`src/rtl/dual_irq_summary.sv`:
```
module dual_irq_summary #(
  parameter int AW = 6,
  parameter logic [AW-1:0] OFS_CTL  = 6'h2C,
  parameter logic [AW-1:0] OFS_SUM  = 6'h38,
  parameter logic [AW-1:0] OFS_ST0  = 6'h3A,
  parameter logic [AW-1:0] OFS_ST1  = 6'h3B,
  parameter logic [AW-1:0] OFS_MK0  = 6'h3C,
  parameter logic [AW-1:0] OFS_MK1  = 6'h3D,
  parameter logic [AW-1:0] OFS_PST  = 6'h3E,
  parameter logic [AW-1:0] OFS_PMK  = 6'h3F,
  parameter int PWR_BIT = 7
) (
  input  logic          clk,
  input  logic          rst_n,
  input  logic          bus_ch,
  input  logic [AW-1:0] bus_addr,
  input  logic          bus_rd,
  input  logic          bus_wr,
  input  logic [7:0]    bus_wdata,
  output logic [7:0]    bus_rdata,
  input  logic [7:0]    ev_a0,
  input  logic [7:0]    ev_a1,
  input  logic [7:0]    ev_b0,
  input  logic [7:0]    ev_b1,
  input  logic [7:0]    ev_port,
  output logic          irq_o
);
  localparam int NCH = 2;

  logic [7:0] st0 [NCH];
  logic [7:0] st1 [NCH];
  logic [7:0] mk0 [NCH];
  logic [7:0] mk1 [NCH];
  logic [7:0] ctl [NCH];
  logic [7:0] ev0 [NCH];
  logic [7:0] ev1 [NCH];
  logic [7:0] pst, pmk, summary;
  logic       p_pend, pwr_up, irq_next;

  assign ev0[0] = ev_a0;
  assign ev0[1] = ev_b0;
  assign ev1[0] = ev_a1;
  assign ev1[1] = ev_b1;

  wire rd_st0 = bus_rd && (bus_addr == OFS_ST0);
  wire rd_st1 = bus_rd && (bus_addr == OFS_ST1);
  wire rd_pst = bus_rd && (bus_addr == OFS_PST);

  always_ff @(posedge clk or negedge rst_n) begin
    if (!rst_n) begin
      for (int c = 0; c < NCH; c++) begin
        st0[c] <= '0;
        st1[c] <= '0;
        mk0[c] <= '1;
        mk1[c] <= '1;
        ctl[c] <= '0;
      end
      pst <= '0;
      pmk <= '1;
    end else begin
      for (int c = 0; c < NCH; c++) begin
        st0[c] <= ((rd_st0 && bus_ch == 1'(c)) ? 8'h00 : st0[c]) | ev0[c];
        st1[c] <= ((rd_st1 && bus_ch == 1'(c)) ? 8'h00 : st1[c]) | ev1[c];
        if (bus_wr && bus_ch == 1'(c)) begin
          if (bus_addr == OFS_MK0) mk0[c] <= bus_wdata;
          if (bus_addr == OFS_MK1) mk1[c] <= bus_wdata;
          if (bus_addr == OFS_CTL) ctl[c] <= bus_wdata;
        end
      end
      pst <= (rd_pst ? 8'h00 : pst) | ev_port;
      if (bus_wr && bus_addr == OFS_PMK) pmk <= bus_wdata;
    end
  end

  assign p_pend  = |(pst & ~pmk);
  assign summary = {p_pend, 3'b000,
                    |(st1[0] & ~mk1[0]), |(st0[0] & ~mk0[0]),
                    |(st1[1] & ~mk1[1]), |(st0[1] & ~mk0[1])};
  assign pwr_up   = ctl[0][PWR_BIT];
  assign irq_next = p_pend || ((summary != 8'h00) && pwr_up);

  always_ff @(posedge clk or negedge rst_n) begin
    if (!rst_n) irq_o <= 1'b0;
    else        irq_o <= irq_next;
  end

  always_comb begin
    case (bus_addr)
      OFS_CTL: bus_rdata = ctl[bus_ch];
      OFS_SUM: bus_rdata = summary;
      OFS_ST0: bus_rdata = st0[bus_ch];
      OFS_ST1: bus_rdata = st1[bus_ch];
      OFS_MK0: bus_rdata = mk0[bus_ch];
      OFS_MK1: bus_rdata = mk1[bus_ch];
      OFS_PST: bus_rdata = pst;
      OFS_PMK: bus_rdata = pmk;
      default: bus_rdata = 8'h00;
    endcase
  end

  // a zero summary cannot leave the line high on the next cycle
  a_r4_no_irq_without_source: assert property (@(posedge clk) disable iff (!rst_n)
    (summary == 8'h00) |=> !irq_o);

  // powered down with no port source keeps the line low
  a_r5_powerdown_blocks: assert property (@(posedge clk) disable iff (!rst_n)
    (!ctl[0][PWR_BIT] && !summary[7]) |=> !irq_o);

  // unmasked port status raises the line whatever the power state
  a_r6_port_bypass: assert property (@(posedge clk) disable iff (!rst_n)
    ((pst & ~pmk) != 8'h00) |=> irq_o);

  // clearing read of channel A status 0 with no new event empties it
  a_r7_clear_on_read: assert property (@(posedge clk) disable iff (!rst_n)
    (bus_rd && bus_addr == OFS_ST0 && !bus_ch && ev_a0 == 8'h00) |=> (st0[0] == 8'h00));

  // port status read from any channel empties the shared byte
  a_r8_port_clear: assert property (@(posedge clk) disable iff (!rst_n)
    (bus_rd && bus_addr == OFS_PST && ev_port == 8'h00) |=> (pst == 8'h00));

  // an incoming event is never dropped by a simultaneous read
  a_r9_no_event_loss: assert property (@(posedge clk) disable iff (!rst_n)
    (ev_a0 != 8'h00) |=> ((st0[0] & $past(ev_a0)) == $past(ev_a0)));
endmodule

```
`config.mk`:
```
export PLATFORM = sky130hd
export DESIGN_NAME = dual_irq_summary
export DESIGN_NICKNAME = d
export VERILOG_FILES = /design/src/rtl/dual_irq_summary.sv
export SDC_FILE = /design/constraint.sdc
export NUM_CORES = 1
export LEC_CHECK = 0
export BUFFER_PORTS_ARGS = -buffer_cell sky130_fd_sc_hd__buf_2
export CAP_MARGIN = 15
export CORE_UTILIZATION = 60
export DETAILED_ROUTE_END_ITERATION = 7
export PLACE_DENSITY = 0.83
export SLEW_MARGIN = 25
export SYNTH_ARGS = -nofsm -noshare
export SYNTH_HDL_FRONTEND = slang
export SYNTH_SLANG_ARGS = --single-unit
```
`constraint.sdc`:
```
create_clock -name clk -period 3.25 [get_ports clk]
set_input_delay 0.325 -clock clk [delete_from_list [all_inputs] [get_ports clk]]
set_output_delay 0.325 -clock clk [all_outputs]
set_load 0.01 [all_outputs]
```
### After elaboration in Yosys (flattened, before gate mapping)

Index checks and enable logic that the tools add are counted.

| storage, ports and cells | value |
|---|---|
| register bits | 97 |
| input port bits | 59 |
| word-level logic and storage cells | 84 |

| operators by class | value |
|---|---|
| eq/ne operators | 8 |
| bitwise operators | 17 |
| mux-type cells | 21 |
| order comparisons | 1 |
| reduce and logical (&&, ||, !) cells | 24 |

Operator list:

| cell | count |
|---|---|
| 8-bit two-way mux | 20 |
| 8-bit case mux with 8 select lines | 1 |
| 6-bit equality test (second input constant) | 8 |
| 8-bit AND | 5 |
| 8-bit NOT | 5 |
| 8-bit bitwise OR | 5 |
| 8-bit OR reduction | 5 |
| 2-bit AND reduction | 6 |
| 1-bit logical AND | 11 |
| 8-bit nonzero test | 1 |
| 2-bit greater-or-equal comparator (second input constant) | 1 |
| 1-bit NOT with 2-bit output | 1 |
| 1-bit logical OR | 1 |
| 1-bit NOT | 1 |

### Longest topological paths before layout

Gate-level depths: netlist of run 1.

| logic depth | value |
|---|---|
| depth in word-level cells | 6 |
| gate-level depth with buffers | 7 |
| gate-level depth less buffers | 5 |

### Least setup slack after synthesis of run 1

Ideal clock, no wire load.

| timing path | value |
|---|---|
| path type | input to output |
| start | input port bus_ch |
| end | output port bus_rdata[4] |
| path slack | 1253 ps |
| path buffers | 3 |
| stages | 7 |
| arrival | 1672 ps |
| cell sequence | clkbuf_1 > buf_2 > buf_2 > mux2i_1 > o22ai_1 > a21oi_1 > o2111ai_1 |

| on the way | value |
|---|---|
| cells in the longest elaborated chain, start to end | 5 |

Ends and longest elaborated chain:

| element | line | text |
|---|---|---|
| start: declaration | 15 | `input logic bus_ch,` |
| 1-bit NOT with 2-bit output (implied by the code) * | -- |  |
| 8-bit two-way mux (on tied branches) (3 in a row) | -- |  |
| 8-bit case mux with 8 select lines * | 88 | `case (bus_addr)` |
| end: declaration | 20 | `output logic [7:0] bus_rdata,` |

Every way passes the cells marked *; elsewhere a longest branch is shown, timed or not. The select of a mux whose other input is x is not followed.

### Worst setup path after layout of run 1

Ends and elaborated chain as after synthesis.

==> results.py, run 1 <==
metrics = {
    "place": {
        "gp_congestion": 0.9800,
        "hpwl_mm": 8.976,
        "dp_cells": 554,
        "dpl_cell_area_mm2": 0.005121,
        "place_ws_ps": 790.8,
        "io_buffers": 67,
    },
    "clock_network": {
        "cts_resized": 0,
        "cts_buffers": 9,
        "postCtsSetupRepairBufs": 0,
        "cts.sinks": 97,
        "cts_buffer_depth": 2,
        "clkLatencyLatePin_ps": 380,
        "h-tree-depth": 3,
        "cts_tree": "done",
        "root_buffer": "clkbuf_8",
        "ctsHoldBuffers": 0,
        "clk_pin_slew_ps": 90,
    },
    "pwr": {
        "static-leakage-power_nw": 2.511,
        "ir_worst_vdd_mv": 0.3265,
        "p_per_area_mw_per_mm2": 447.3,
        "power_mw": 2.379,
    },
    "final_layout": {
        "utilization_pct": 71.80,
        "design_area_mm2": 0.005319,
        "nNetsFinal": 525,
        "layout.cells.non_filler": 570,
        "syn2layout_area_growth_pct": 13.33,
        "nFillCells": 567,
        "drive_gt1_share_pct": 40.34,
        "diodes": 0,
    },
    "floorplanning": {
        "ioPinCount": 68,
        "dieHeight_um": 90.44,
        "rows": 31,
        "initial_core_util_pct": 63.35,
        "die_area_mm2": 0.008179,
        "core_mm2": 0.007408,
        "die_w_um": 90.44,
    },
    "detailed_routing": {
        "drt_pre_antenna_iters": 5,
        "drt_wl_total_mm": 12.16,
        "vias_per_cell": 6.172,
        "ant_nets": 0,
        "drc_errors": 0,
        "first_iter_violations": 229,
        "vias": 3518,
        "post_drt_wl_per_cell_um": 21.33,
    },
    "timing": {
        "layout_setup_ws_ps": 765.3,
        "holdWs_ps": -19.02,
        "clock_skew_ps": 10.47,
        "tns_ps": 0,
        "finalHoldViolations": 27,
        "worst_pin_slew_ps": 867.2,
        "period_share_pct": 76.45,
        "relSlewSlack_pct": 42.19,
        "setup_viol": 0,
        "fin_crit_ps": 2485,
        "slew_violations": 0,
        "rsz0062_at_grt": "no",
        "timing.fmax_ghz": 0.4025,
    },
    "yosys": {
        "yosys-top-cells-area": "dfrtp_1 30%, dfstp_2 22%, mux2_2 12%",
        "synth_cells": 396,
        "synth_fp_nets": 455,
        "synth-seq-cells": 97,
        "yosys.cell_count.top_type": "dfrtp_1",
        "ys_async_sr_fraction_pct": 100.0,
        "yosysSeqAreaShare_pct": 52.79,
        "synth-edff-count": 0,
        "avgSynthCellArea_um2": 11.85,
        "synth_top_area_share_pct": 30.39,
        "synth_commonest_cells": "57 x dfrtp_1, 48 x mux2_2, 41 x inv_1, 40 x a21o_1, 40 x dfstp_2",
        "yosysUniqueCellTypes": 37,
        "yosys.area.top_type": "dfrtp_1",
        "syn_area_mm2": 0.004693,
        "ys.flop_type": "dfrtp_1",
        "yosys_warnings": 0,
    },
    "grt": {
        "grt_overflow": 0,
        "grt_use_total_pct": 31.75,
        "grt_pass1_wl_mm": 19.24,
        "antenna_found_initial": 0,
        "grt_pass1_vias": 3615,
        "grt_max_degree": 84,
    },
    "worst_setup_path": {
        "slowest_stage": "buf_2",
        "path_cells": "buf_2 > buf_4 > mux2i_1 > o22ai_1 > a21oi_1 > o2111ai_1 > buf_2",
        "crit_fanout": 32,
        "crit_family": "buffers and inverters",
        "cpPeakStageDelay_ps": 650,
        "path_common_cell": "buf_2",
        "end_kind": "primary output",
        "timing_worst_setup_path_type": "input pin to primary output",
        "start_kind": "input pin",
        "required_ps": 2920,
        "cp_num_buf_inv": 3,
        "cp.arrival_ps": 2160,
    },
    "flow_run": {
        "drv_cap": 0,
    },
    "worst_hold_path": {
        "hp-class": "input pin to async pin",
    },
    "run_status": {
        "failed_checks": "negative hold slack",
        "status": "complete, but fails checks",
    },
}
[state kept, by name (all words and copies together), names as in the netlist]
| register | flops |
|---|---|
| ctl | 16 |
| mk0 | 16 |
| mk1 | 16 |
| st0 | 16 |
| st1 | 16 |
| pmk | 8 |
| pst | 8 |
| irq_o | 1 |
[layout make-up]
class / count / area (um^2) / area share [%]
Tap cell: 99 / 123.9 / 2.329
Sequential cell: 97 / 2477 / 46.58
Clock buffer: 10 / 137.6 / 2.588
Clock inverter: 6 / 56.30 / 1.059
Timing Repair Buffer: 70 / 364.1 / 6.845
Multi-Input combinational cell: 247 / 2006 / 37.71
Inverter: 41 / 153.9 / 2.893
[layer usage]
| layer | track usage (%) | wire [um] | part of all wire [%] |
|---|---|---|---|
| met5 | 0 | 0 | 0 |
| met4 | 10.89 | 341 | 2.8 |
| met3 | 6.566 | 756 | 6.2 |
| met2 | 52.54 | 5950 | 49 |
| met1 | 41.83 | 5112 | 42 |
[worst register-to-register path, cell delays in order (launching register included)]
cell and delay (ps):
dfstp_2 570, o22ai_1 80, or4_1 610, o41ai_1 440, nand2_1 110
[final timing paths]
| path | start | endpoint | slack [ps] | cells after the start |
|---|---|---|---|---|
| max | bus_ch | bus_rdata[4] | 770 | 7 |
| min | rst_n | pst[2] | -20 | 1 |
| min in group clk | ev_a1[5] | st1[13] | 120 | 2 |
| max in group asynchronous | rst_n | mk0[14] | 2500 | 2 |
| min reg2reg | st0[13] | st0[13] | 490 | 1 |
| max reg2reg | mk1[8] | irq_o | 1300 | 4 |
[cells in the final DEF, fill, tap and decap left out, types with 2 or more instances in the layout]
cell / count
buf_2: 66
dfrtp_1: 57
mux2_2: 48
inv_1: 41
a21o_1: 40
dfstp_2: 40
o22ai_1: 28
mux2i_1: 24
nand2_1: 19
a21oi_1: 14
nor2_1: 12
clkbuf_8: 10
o21ai_0: 9
mux2_4: 8
a22oi_1: 7
or4_1: 4
o211ai_1: 4
mux4_2: 4
nand2b_1: 3
nor3_1: 3
nand3_1: 3
buf_4: 3
nand4b_1: 2
o2111ai_1: 2
or3b_1: 2
inv_8: 2
inv_6: 2
[where the power goes]
part           total, mW  leakage (nW)  switching, mW  internal (mW)
Sequential          1.36         0.992         0.0540           1.31
Combinational      0.242          1.42          0.122          0.119
Clock              0.777        0.0973          0.460          0.317
Total               2.38          2.51          0.636           1.74
[kinds of logic after synthesis]
kind of cell / Yosys count / synth area share [%]
buf+inv: 52 / 4.479
compound gates: 105 / 14.90
mux: 84 / 21.11
simple gates: 58 / 6.719
flops: 97 / 52.79
Power figures use the tool's default switching activity.
==> run 2: changes to the inputs <==
--- a/config.mk
+++ b/config.mk
@@ -7,9 +7,9 @@
 export LEC_CHECK = 0
 export BUFFER_PORTS_ARGS = -buffer_cell sky130_fd_sc_hd__buf_2
 export CAP_MARGIN = 15
-export CORE_UTILIZATION = 60
+export CORE_UTILIZATION = 57
 export DETAILED_ROUTE_END_ITERATION = 7
-export PLACE_DENSITY = 0.83
+export PLACE_DENSITY = 0.8
 export SLEW_MARGIN = 25
 export SYNTH_ARGS = -nofsm -noshare
 export SYNTH_HDL_FRONTEND = slang
==> constraint.sdc (replaced) <==
create_clock -name clk -period 2.4 [get_ports clk]
set_input_delay 0.24 -clock clk [delete_from_list [all_inputs] [get_ports clk]]
set_output_delay 0.24 -clock clk [all_outputs]
set_load 0.01 [all_outputs]
==> results.py, run 2 (synthesis results as in run 1) <==
metrics = {
    "clock_network": {
        "cts.sinks": 97,
        "clkLatencyLatePin_ps": 370,
        "clk_pin_slew_ps": 90,
        "root_buffer": "clkbuf_8",
        "cts_buffer_depth": 2,
        "h-tree-depth": 3,
        "cts_buffers": 9,
        "cts_tree": "done",
    },
    "grt": {
        "grt_overflow": 0,
        "grt_use_total_pct": 30.33,
        "grt_max_degree": 64,
        "grt_pass1_wl_mm": 18.85,
        "antenna_found_initial": 0,
        "grt_pass1_vias": 3458,
    },
    "final_layout": {
        "drive_gt1_share_pct": 41.84,
        "nNetsFinal": 532,
        "nFillCells": 591,
        "diodes": 0,
        "syn2layout_area_growth_pct": 15.78,
        "final_common_cell": "buf_2",
        "final_cell_mix": "66 x buf_2, 57 x dfrtp_1, 48 x mux2_2",
        "layout.cells.non_filler": 580,
    },
    "timing": {
        "finalHoldViolations": 0,
        "clock_skew_ps": 5.146,
        "holdWs_ps": 37.84,
        "timing.fmax_ghz": 0.4315,
        "setup_viol": 0,
        "slew_violations": 0,
        "rsz0062_at_grt": "no",
        "relSlewSlack_pct": 47.15,
        "fin_crit_ps": 2317,
        "layout_setup_ws_ps": 82.62,
        "tns_ps": 0,
        "worst_pin_slew_ps": 786.7,
        "period_share_pct": 96.56,
    },
    "place": {
        "gp_congestion": 0.9728,
        "place_ws_ps": 307.3,
        "dp_cells": 563,
        "io_buffers": 67,
        "hpwl_mm": 8.950,
    },
    "worst_setup_path": {
        "start_kind": "register",
        "cp.arrival_ps": 2080,
        "reg2reg_depth": 4,
        "crit_fanout": 3,
        "timing_worst_setup_path_type": "register to primary output",
        "end_kind": "primary output",
        "required_ps": 2160,
    },
    "detailed_routing": {
        "drt_wl_total_mm": 11.96,
        "ant_nets": 0,
        "drc_errors": 0,
        "vias": 3499,
        "first_iter_violations": 258,
        "post_drt_wl_per_cell_um": 20.62,
        "drt_pre_antenna_iters": 5,
        "vias_per_cell": 6.033,
    },
    "floorplanning": {
        "die_w_um": 92.74,
        "initial_core_util_pct": 59.81,
        "die_area_mm2": 0.008601,
        "core_mm2": 0.007848,
        "rows": 32,
        "ioPinCount": 68,
        "dieHeight_um": 92.74,
    },
    "pwr": {
        "ir_worst_vdd_mv": 0.4540,
        "static-leakage-power_nw": 2.569,
        "power_mw": 3.256,
        "p_per_area_mw_per_mm2": 599.2,
    },
    "run_status": {
        "status": "finished, final reports clean",
    },
    "flow_run": {
        "drv_cap": 0,
    },
    "worst_hold_path": {
        "hold_path_depth": 2,
        "hp-class": "input pin to register",
    },
}
## run 2: cell types whose count changed in the layout (fill, tap and decap cells not counted)
cell	change
bufinv_16	+1
or4_4	+3
buf_4	+4
inv_8	-1
buf_6	-1
clkbuf_8	-1
clkinv_2	+2
a22oi_1	-1
buf_12	+3
clkinv_4	-1
dlygate4sd3_1	+1
a22oi_2	+1
or4_1	-3
## run 2: layout make-up
type                            instances  area, um^2  share of cell area (%)
Multi-Input combinational cell        247        2022                   37.21
Clock buffer                            9       123.9                   2.280
Clock inverter                          7       76.32                   1.405
Timing Repair Buffer                   77       452.9                   8.335
Sequential cell                        97        2477                   45.59
Tap cell                              102       127.6                   2.349
Inverter                               41       153.9                   2.832
## run 2: metrics by stage
stage / utilization [%] / area [um^2]
3_5_place_dp: 66.36 / 5207
4_1_cts: 69.04 / 5418
3_3_place_gp: 66.36 / 5207
2_1_floorplan: - / 4693
6_report: 69.24 / 5434
5_1_grt: 69.24 / 5434
## run 2: repair_timing
item                       4_1_cts  5_1_grt
hold endpoints to repair        22        0
resized for setup                0        4
hold buffers                     1        0
buffers inserted                 0        0
setup endpoints to repair        0        3
## run 2: power breakdown
part,leakage (nW),switching [mW],total [mW],internal (mW)
registers,0.992,0.0745,1.84,1.77
clock network,0.102,0.583,1.07,0.492
logic,1.47,0.167,0.336,0.170
total,2.57,0.824,3.26,2.43
## run 2: path summary, 6_finish.rpt
| kind | slack, ps | end | from |
|---|---|---|---|
| max in group asynchronous | 1340 | mk1[12] | rst_n |
| min in group asynchronous | 350 | pst[3] | rst_n |
| max | 80 | bus_rdata[0] | mk0[7] |
| max reg2reg | 540 | irq_o | mk0[11] |
| min reg2reg | 480 | st1[14] | st1[14] |
| min | 40 | st1[11] | ev_a1[3] |
## run 2: per-layer routing
| metal | global-route usage [%] | wire length [um] | up-vias |
|---|---|---|---|
| li1 | - | - | 1585 |
| met1 | 39.46 | 4982 | 1735 |
| met2 | 49.26 | 5855 | 152 |
| met3 | 6.240 | 723 | 27 |
| met4 | 13.46 | 395 | 0 |
| met5 | 0 | 0 | - |
## run 2: worst max-delay path: stages (launching register included)
cell and delay [ps]:
dfstp_2 580, o22ai_1 80, or4_1 580, a22oi_1 190, o211ai_1 110, buf_2 160
==> run 3: changes to the inputs <==
--- a/config.mk
+++ b/config.mk
@@ -10,6 +10,7 @@
 export CORE_UTILIZATION = 57
 export DETAILED_ROUTE_END_ITERATION = 7
 export PLACE_DENSITY = 0.8
+export SETUP_SLACK_MARGIN = 0.1
 export SLEW_MARGIN = 25
 export SYNTH_ARGS = -nofsm -noshare
 export SYNTH_HDL_FRONTEND = slang
==> results.py, run 3 (synthesis results as in run 1) <==
metrics = {
    "clock_network": {
        "h-tree-depth": 3,
        "clkLatencyLatePin_ps": 380,
        "cts.sinks": 97,
        "root_buffer": "clkbuf_8",
        "clk_pin_slew_ps": 100,
        "cts_tree": "done",
        "cts_buffer_depth": 2,
        "cts_buffers": 9,
    },
    "worst_setup_path": {
        "timing_worst_setup_path_type": "register to primary output",
        "cp_num_buf_inv": 1,
        "path_cells": "o22ai_1 > or4_4 > a22oi_1 > o211ai_1 > buf_2",
        "crit_family": "flip-flops",
        "cp.arrival_ps": 2040,
        "crit_fanout": 3,
        "rrSetupSlack_ps": 450,
        "start_kind": "register",
        "required_ps": 2160,
        "cpPeakStageDelay_ps": 570,
        "slowest_stage": "dfstp_2",
        "end_kind": "primary output",
    },
    "flow_run": {
        "drv_cap": 0,
    },
    "place": {
        "hpwl_mm": 8.950,
        "gp_congestion": 0.9728,
        "io_buffers": 67,
        "place_ws_ps": 307.3,
    },
    "floorplanning": {
        "initial_core_util_pct": 59.81,
        "rows": 32,
        "dieHeight_um": 92.74,
        "die_area_mm2": 0.008601,
        "die_w_um": 92.74,
        "ioPinCount": 68,
        "core_mm2": 0.007848,
    },
    "timing": {
        "relSlewSlack_pct": 42.25,
        "timing.fmax_ghz": 0.4391,
        "finalHoldViolations": 0,
        "period_share_pct": 94.90,
        "rsz0062_at_grt": "yes",
        "tns_ps": 0,
        "setup_viol": 0,
        "fin_crit_ps": 2278,
        "slew_violations": 0,
        "clock_skew_ps": 7.382,
        "layout_setup_ws_ps": 122.4,
        "worst_pin_slew_ps": 859.7,
    },
    "final_layout": {
        "drive_gt1_share_pct": 43.76,
        "diodes": 0,
        "final_cell_mix": "66 x buf_2, 57 x dfrtp_1, 48 x mux2_2",
        "nNetsFinal": 543,
        "nFillCells": 580,
        "final_common_cell": "buf_2",
        "syn2layout_area_growth_pct": 17.81,
    },
    "grt": {
        "grt_overflow": 0,
        "grt_pass1_vias": 3467,
        "grt_use_total_pct": 30.35,
        "antenna_found_initial": 0,
        "grt_pass1_wl_mm": 18.87,
        "grt_max_degree": 64,
    },
    "detailed_routing": {
        "ant_nets": 0,
        "post_drt_wl_per_cell_um": 20.63,
        "vias": 3554,
        "drt_pre_antenna_iters": 4,
        "drt_wl_total_mm": 12.19,
        "drc_errors": 0,
        "first_iter_violations": 258,
        "vias_per_cell": 6.014,
    },
    "pwr": {
        "static-leakage-power_nw": 2.630,
        "ir_worst_vdd_mv": 0.4762,
        "p_per_area_mw_per_mm2": 594.7,
    },
    "worst_hold_path": {
        "hp-class": "input pin to register",
    },
    "run_status": {
        "status": "finished, final reports clean",
    },
}
==> run 3: worst reg2reg max path: cells and delay by family (launching register included) <==
kind / cells / cell delay (ps)
simple gates: 2 / 660
buf+inv: 1 / 160
flops: 1 / 560
compound gates: 2 / 440
==> run 3: layout make-up <==
| class | count | area (um^2) | area share [%] |
|---|---|---|---|
| well taps | 102 | 127.6 | 2.308 |
| flip-flops and latches | 97 | 2477 | 44.81 |
| clock inverters | 7 | 76.32 | 1.380 |
| clock buffers | 9 | 123.9 | 2.240 |
| repair buffers | 88 | 535.5 | 9.685 |
| inverters | 41 | 153.9 | 2.783 |
| multi-input cells | 247 | 2034 | 36.80 |
==> run 3: final timing paths <==
kind                       startpoint            to  cells past startpoint
setup reg to reg              mk1[13]         irq_o                      5
min in group asynchronous       rst_n        pst[3]                      2
max in group asynchronous       rst_n       mk1[12]                      3
hold / removal               ev_b0[7]        st0[7]                      2
setup / recovery               mk0[6]  bus_rdata[0]                      5
hold reg to reg                st0[8]        st0[8]                      1
==> run 3: what timing repair did <==
action,4_1_cts,5_1_grt
gates resized for setup,4,3
setup endpoints to repair,4,3
setup buffers,2,9
pin swaps,0,4
hold buffers,1,0
endpoints found under the hold margin,22,0
gates cloned,0,0
==> run 3: per-layer routing <==
layer / global-route usage, % / share of wire, % / up-vias
met5: 0 / 0 / -
met1: 39.74 / 41 / 1756
li1: - / - / 1602
met3: 5.911 / 6.5 / 30
met4: 13.46 / 3.5 / 0
met2: 49.26 / 49 / 166
==> run 3: power by group <==
part           internal, mW  total [mW]  switching, mW
clock                 0.492        1.08          0.591
sequential             1.77        1.84         0.0716
combinational         0.186       0.363          0.177
==> run 3: through the flow <==
step	hold slack (ps)	total power, mW	cell area [um^2]	util, %	instances
6_report	30.95	3.288	5529	70.46	591
5_1_grt	21.36	3.410	5529	70.46	591
4_1_cts	24.62	3.287	5448	69.42	582
3_5_place_dp	213.8	2.204	5207	66.36	563
3_3_place_gp	207.3	2.189	5207	66.36	563
2_1_floorplan	-55.59	2.023	4693	-	396
